<file path="src/rtl/angle_reader_pkg.sv">
package angle_reader_pkg;
  typedef enum logic [1:0] {
    BSEL_IDLE,
    BSEL_HI,
    BSEL_LO
  } bsel_e;
endpackage

</file>
<file path="src/rtl/inhibit_sync.sv">
module inhibit_sync #(
  parameter int STAGES = 2
) (
  input  logic clk_i,
  input  logic rst_ni,
  input  logic async_i,
  output logic sync_o
);
  logic [STAGES-1:0] stage_q;

  // reset to tracking so the register follows the angle out of reset
  always_ff @(posedge clk_i or negedge rst_ni) begin
    if (!rst_ni) stage_q <= '1;
    else         stage_q <= {stage_q[STAGES-2:0], async_i};
  end

  assign sync_o = stage_q[STAGES-1];
endmodule

</file>
<file path="src/rtl/angle_hold.sv">
module angle_hold #(
  parameter int ANGLE_W = 14
) (
  input  logic               clk_i,
  input  logic               rst_ni,
  input  logic               track_i,
  input  logic [ANGLE_W-1:0] angle_i,
  output logic [ANGLE_W-1:0] hold_o
);
  logic [ANGLE_W-1:0] hold_q;

  always_ff @(posedge clk_i or negedge rst_ni) begin
    if (!rst_ni)      hold_q <= '0;
    else if (track_i) hold_q <= angle_i;
  end

  assign hold_o = hold_q;

  assert_track_load_R2: assert property (@(posedge clk_i) disable iff (!rst_ni)
    track_i |=> hold_q == $past(angle_i));

  assert_frozen_R3: assert property (@(posedge clk_i) disable iff (!rst_ni)
    !track_i |=> $stable(hold_q));
endmodule

</file>
<file path="src/rtl/byte_port.sv">
module byte_port
  import angle_reader_pkg::*;
#(
  parameter int ANGLE_W = 14,
  parameter int BYTE_W  = 8
) (
  input  logic [ANGLE_W-1:0] hold_i,
  input  logic               hi_ni,
  input  logic               lo_ni,
  output logic [BYTE_W-1:0]  data_o,
  output logic               drive_o
);
  localparam int LO_W  = ANGLE_W - BYTE_W;
  localparam int PAD_W = BYTE_W - LO_W;

  bsel_e sel;

  // high byte wins when both enables are low
  always_comb begin
    sel = BSEL_IDLE;
    if (!hi_ni)      sel = BSEL_HI;
    else if (!lo_ni) sel = BSEL_LO;
  end

  always_comb begin
    unique case (sel)
      BSEL_HI: data_o = hold_i[ANGLE_W-1 -: BYTE_W];
      BSEL_LO: data_o = {hold_i[LO_W-1:0], {PAD_W{1'b0}}};
      default: data_o = '0;
    endcase
  end

  assign drive_o = (sel != BSEL_IDLE);
endmodule

</file>
<file path="src/rtl/angle_byte_reader.sv">
module angle_byte_reader #(
  parameter int ANGLE_W     = 14,
  parameter int BYTE_W      = 8,
  parameter int SYNC_STAGES = 2
) (
  input  logic               clk_i,
  input  logic               rst_ni,
  input  logic [ANGLE_W-1:0] angle_i,
  input  logic               inhibit_i,
  input  logic               msb_a_ni,
  input  logic               lsb_a_ni,
  input  logic               msb_b_ni,
  input  logic               lsb_b_ni,
  output logic [BYTE_W-1:0]  data_a_o,
  output logic               drive_a_o,
  output logic [BYTE_W-1:0]  data_b_o,
  output logic               drive_b_o
);
  localparam int NPORTS = 2;
  localparam int LO_W   = ANGLE_W - BYTE_W;

  logic               track;
  logic [ANGLE_W-1:0] hold;
  logic [NPORTS-1:0]  hi_n, lo_n, drv;
  logic [BYTE_W-1:0]  dat [NPORTS];

  inhibit_sync #(.STAGES(SYNC_STAGES)) u_sync (
    .clk_i, .rst_ni, .async_i(inhibit_i), .sync_o(track)
  );

  angle_hold #(.ANGLE_W(ANGLE_W)) u_hold (
    .clk_i, .rst_ni, .track_i(track), .angle_i, .hold_o(hold)
  );

  assign hi_n = {msb_b_ni, msb_a_ni};
  assign lo_n = {lsb_b_ni, lsb_a_ni};

  for (genvar p = 0; p < NPORTS; p++) begin : g_port
    byte_port #(.ANGLE_W(ANGLE_W), .BYTE_W(BYTE_W)) u_port (
      .hold_i(hold), .hi_ni(hi_n[p]), .lo_ni(lo_n[p]),
      .data_o(dat[p]), .drive_o(drv[p])
    );
  end

  assign data_a_o  = dat[0];
  assign drive_a_o = drv[0];
  assign data_b_o  = dat[1];
  assign drive_b_o = drv[1];

  assert_hi_prio_R7: assert property (@(posedge clk_i) disable iff (!rst_ni)
    !msb_a_ni |-> (drive_a_o && data_a_o == hold[ANGLE_W-1 -: BYTE_W]));

  assert_lo_byte_R6: assert property (@(posedge clk_i) disable iff (!rst_ni)
    (msb_b_ni && !lsb_b_ni) |-> (drive_b_o && data_b_o[BYTE_W-1 -: LO_W] == hold[LO_W-1:0]));

  assert_idle_a_R8: assert property (@(posedge clk_i) disable iff (!rst_ni)
    (msb_a_ni && lsb_a_ni) |-> (!drive_a_o && data_a_o == '0));

  assert_idle_b_R8: assert property (@(posedge clk_i) disable iff (!rst_ni)
    (msb_b_ni && lsb_b_ni) |-> (!drive_b_o && data_b_o == '0));
endmodule

</file>
<file path="config.mk">
export PLATFORM = sky130hd
export DESIGN_NAME = angle_byte_reader
export DESIGN_NICKNAME = d
export VERILOG_FILES = /design/src/rtl/angle_reader_pkg.sv /design/src/rtl/inhibit_sync.sv /design/src/rtl/angle_hold.sv /design/src/rtl/byte_port.sv /design/src/rtl/angle_byte_reader.sv
export SDC_FILE = /design/constraint.sdc
export NUM_CORES = 1
export LEC_CHECK = 0
export BUFFER_PORTS_ARGS = -buffer_cell sky130_fd_sc_hd__buf_4
export CORE_UTILIZATION = 40
export DETAILED_ROUTE_END_ITERATION = 7
export PLACE_DENSITY = 0.79
export SLEW_MARGIN = 20
export SYNTH_ARGS = -nofsm -noshare
export SYNTH_HDL_FRONTEND = slang
export SYNTH_SLANG_ARGS = --single-unit
</file>
<file path="constraint.sdc">
create_clock -name clk_i -period 1 [get_ports clk_i]
set_input_delay 0 -clock clk_i [delete_from_list [all_inputs] [get_ports clk_i]]
set_output_delay 0 -clock clk_i [all_outputs]
set_load 0.1 [all_outputs]
</file>
==> results of run 1 <==
[cell families after synthesis]
group / after synthesis / share of synthesized area
AO/OA/AOI/OAI: 18 / 0.1338
multiplexers: 8 / 0.1493
AND/OR/NAND/NOR: 22 / 0.1400
flip-flops: 16 / 0.5008
buffers and inverters: 11 / 0.07621
[per-stage QoR]
step / hold WS [ns] / util
4_1_cts: 0.08355 / 0.9146
3_3_place_gp: -0.1338 / 0.6792
3_5_place_dp: -0.1278 / 0.6792
2_1_floorplan: -0.2956 / -
[cell usage after synthesis (all sizes together)]
| library cell | count | area share |
|---|---|---|
| dfrtp | 14 | 0.44 |
| nand3b | 4 | 0.037 |
| buf | 4 | 0.044 |
| and2b | 2 | 0.019 |
| o21ai | 10 | 0.062 |
| inv | 7 | 0.033 |
| nor2b | 3 | 0.023 |
| o22ai | 5 | 0.039 |
| mux2 | 8 | 0.15 |
| nand2 | 13 | 0.061 |
| dfstp | 2 | 0.065 |
| a22o | 3 | 0.033 |
[timing repair]
action / 4_1_cts
setup endpoints to repair: 26
hold buffers: 16
buffers inserted: 4
endpoints found under the hold margin: 31
pin swaps: 6
gates resized for setup: 54
==> flow_summary.json, run 1 <==
{
  "dp_cells": 138,
  "synth_nets": 96,
  "io-pin-count": 39,
  "dp_slack_ns": -0.1157,
  "syn_inst": 75,
  "grt_max_degree": 17,
  "lastStage": "5_1_grt",
  "stop_error": "[ERROR DPL-0033] detailed placement checks failed during check placement.",
  "yosys_warnings": 0,
  "place.gp.congestion": 0.8205,
  "synth_area_um2": 804.5,
  "cts_buffers": 3,
  "port_buffers": 38,
  "hpwl_mm": 1.536,
  "numClockSinks": 16,
  "die_x_um": 46.85,
  "h-tree-depth": 1,
  "synth.ff_latch_count": 16,
  "endpoint_type": "primary output",
  "start_util": 0.4465,
  "status": "did not finish",
  "cts_root_buf": "clkbuf_4",
  "yosysSeqAreaShare": 0.5008,
  "grt-worst-endpoint": "data_a_o[6]",
  "place_area_um2": 1224,
  "fp.dieH_um": 46.85,
  "synth.distinct_cells": 14,
  "rows": 15,
  "cts_buffer_depth": 2,
  "syn_area_per_cell_um2": 10.73,
  "antenna_found_initial": 1
}
==> run 2, diff against run 1 <==
--- a/config.mk
+++ b/config.mk
@@ -6,9 +6,10 @@
 export NUM_CORES = 1
 export LEC_CHECK = 0
 export BUFFER_PORTS_ARGS = -buffer_cell sky130_fd_sc_hd__buf_4
-export CORE_UTILIZATION = 40
+export CORE_AREA = 2 2 63 65
 export DETAILED_ROUTE_END_ITERATION = 7
-export PLACE_DENSITY = 0.79
+export DIE_AREA = 0 0 65 67
+export PLACE_DENSITY_LB_ADDON = 0.15
 export SLEW_MARGIN = 20
 export SYNTH_ARGS = -nofsm -noshare
 export SYNTH_HDL_FRONTEND = slang
==> constraint.sdc (replaced) <==
create_clock -name clk_i -period 1.3 [get_ports clk_i]
set_input_delay 0 -clock clk_i [delete_from_list [all_inputs] [get_ports clk_i]]
set_output_delay 0 -clock clk_i [all_outputs]
set_load 0.1 [all_outputs]
==> flow_summary.json, run 2 <==
{
  "r2r_slack_ns": 0.14,
  "required_ns": 1.43,
  "synth_flop_cell": "dfrtp_1",
  "slew_violations": 0,
  "synth_area_um2": 804.5,
  "slowest_delay_ns": 0.53,
  "core_um2": 3606,
  "area_growth_pct": 70.76,
  "slowest_stage": "dfstp_2",
  "yosys.area.top_type_share": 0.4355,
  "synth.area.mux_share": 0.1493,
  "worstMarginPinSlew_ns": 0.2797,
  "hold_viol": 0,
  "path_class": "reg2reg",
  "drt-total-wl_mm": 2.117,
  "clkTransAtPathRegs_ns": 0.06,
  "crit_chain": "buf_4 > mux2_4",
  "yosysMostFrequentCell": "dfrtp_1",
  "num_vias": 728,
  "critical_path_arrival_ns": 1.29,
  "synth_top_cells_by_area": "dfrtp_1, mux2_4, dfstp_2, o21ai_0, nand2_1",
  "yosys.area_share.simple": 0.1400,
  "route.detailed.drc": 0,
  "fin_ws_ns": 0.1443,
  "rows": 22,
  "status": "completed",
  "maxCapViolations": 0,
  "grt.total_usage": 0.1049,
  "fp.dieH_um": 67,
  "finalSetupViolations": 0,
  "fp.dieArea_um2": 4355,
  "synthAdderAreaFrac": 0,
  "ant_nets": 0,
  "path_max_fanout": 12,
  "dp_slack_ns": 0.1388,
  "clock_latency_ns": 0.25,
  "leakagePower_uw": 0.0006705,
  "synth_top_family_by_area": "multiplexers",
  "finalCriticalPeriod_ns": 1.156,
  "yosysSeqAreaShare": 0.5008,
  "antennaDiodeCount": 0,
  "die_x_um": 65,
  "synth_compound_gate_area_share": 0.1337,
  "drt_iter0_drc": 13,
  "wl_per_cell_um": 11.83,
  "synthXorXnorAreaFrac": 0,
  "synth.ff_latch_count": 16,
  "synth_edf_count": 0,
  "grt-ovfl-total": 0,
  "grt_max_degree": 17,
  "hpwl_mm": 1.526,
  "ys_top_cells_by_count": "dfrtp_1, nand2_1, o21ai_0, mux2_4, inv_1",
  "cts_tree": "done",
  "h-tree-depth": 1,
  "layout.cells.most_common": "buf_4",
  "fin_crit_sh": 0.8890,
  "cts_buffer_depth": 2,
  "largest_reg_flops": 14,
  "syn_area_per_cell_um2": 10.73,
  "grt_pass1_vias": 670,
  "finish.utilization": 0.3810,
  "cp-start-kind": "flip-flop",
  "place.gp.congestion": 0.7178,
  "via_per_inst": 4.067,
  "powerDensity_nw_per_um2": 1247,
  "numClockSinks": 16,
  "io-pin-count": 39,
  "grt_pass1_wl_mm": 3.339,
  "layout_common_cells": "buf_4, dlygate4sd3_1, dfrtp_1, nand2_1, mux2_4",
  "start_util": 0.2231,
  "async_flop_share": 1.000,
  "slew_headroom": 0.8151,
  "antenna_found_initial": 0,
  "hold_class": "in2async",
  "grt_setup_unrepaired": "no",
  "worst_clock_skew_ns": 0.001527,
  "timing.fmax_mhz": 865.3,
  "synth_nets": 96,
  "ir_drop_v": 0.0005581,
  "synth.largest_area_cell": "dfrtp_1",
  "synth.distinct_cells": 14,
  "yosys_warnings": 0,
  "port_buffers": 38,
  "syn_inst": 75,
  "worstSetupEndpointType": "flip-flop",
  "cts_root_buf": "clkbuf_8",
  "layout-drive-gt1-share": 0.4656,
  "cts_buffers": 3,
  "nets": 153,
  "drt_pass1_iterations": 3
}
run 2: cell counts after synthesis:
No cell type changed its count.
run 2: routing by layer:
layer  vias up  global-route usage  share of wire
li1        365                   -              -
met1       337              0.1344           0.47
met4         0             0.03989         0.0080
met2        24              0.1611           0.46
met5         -                   0              0
met3         2             0.03716          0.064
run 2: kinds of logic after synthesis:
group / Yosys count
and+or+nand+nor: 22
AOI/OAI and AO/OA: 18
DFF: 16
buffers and inverters: 11
muxes: 8
run 2: cell type report:
cell class                 instances  area, um^2
fill                             384        2232
timing repair buffer              56       460.4
sequential                        16       402.9
multi-input combinational         48       369.1
tap                               48       60.06
clock buffer                       4       55.05
inverter                           7       26.28
run 2: where the power goes:
part | internal, uW | switching [uW] | total [uW]
sequential | 546 | 27.1 | 573
clock | 268 | 165 | 433
combinational | 216 | 490 | 707
run 2: path summary, 6_finish.rpt:
kind / endpoint / depth (start not counted) / startpoint
setup / recovery: u_hold.hold_o[1] / 2 / u_sync.stage_q[1]
hold / removal: u_hold.hold_o[6] / 2 / rst_ni
min in group clk_i: u_sync.stage_q[1] / 0 / u_sync.stage_q[0]
max in group asynchronous: u_sync.stage_q[0] / 2 / rst_ni
setup reg to reg: u_hold.hold_o[1] / 2 / u_sync.stage_q[1]
hold reg to reg: u_sync.stage_q[1] / 0 / u_sync.stage_q[0]
run 2: worst max-delay path, delay by kind of cell, from the launching register on:
| kind | cells | cell delay (ns) |
|---|---|---|
| flops | 1 | 0.53 |
| mux | 1 | 0.31 |
| buf+inv | 1 | 0.20 |
run 2: timing repair:
item,CTS,global route
setup buffers,0,0
hold endpoints to repair,31,0
hold buffers,16,0
resized for setup,0,0
run 2: through the flow:
step / std cells / power (uW) / setup TNS (ns) / hold WS [ns] / cell area [um^2]
6_report: 179 / 1713 / 0 / 0.1486 / 1374
5_1_grt: 179 / 1801 / 0 / 0.1530 / 1374
4_1_cts: 179 / 1743 / 0 / 0.1448 / 1374
3_5_place_dp: 159 / 1255 / 0 / -0.1229 / 1159
3_3_place_gp: 159 / 1251 / 0 / -0.1253 / 1159
2_1_floorplan: 75 / 1091 / -2.108 / -0.2956 / 833.3
Note: power is estimated with default switching activity, not from simulation.
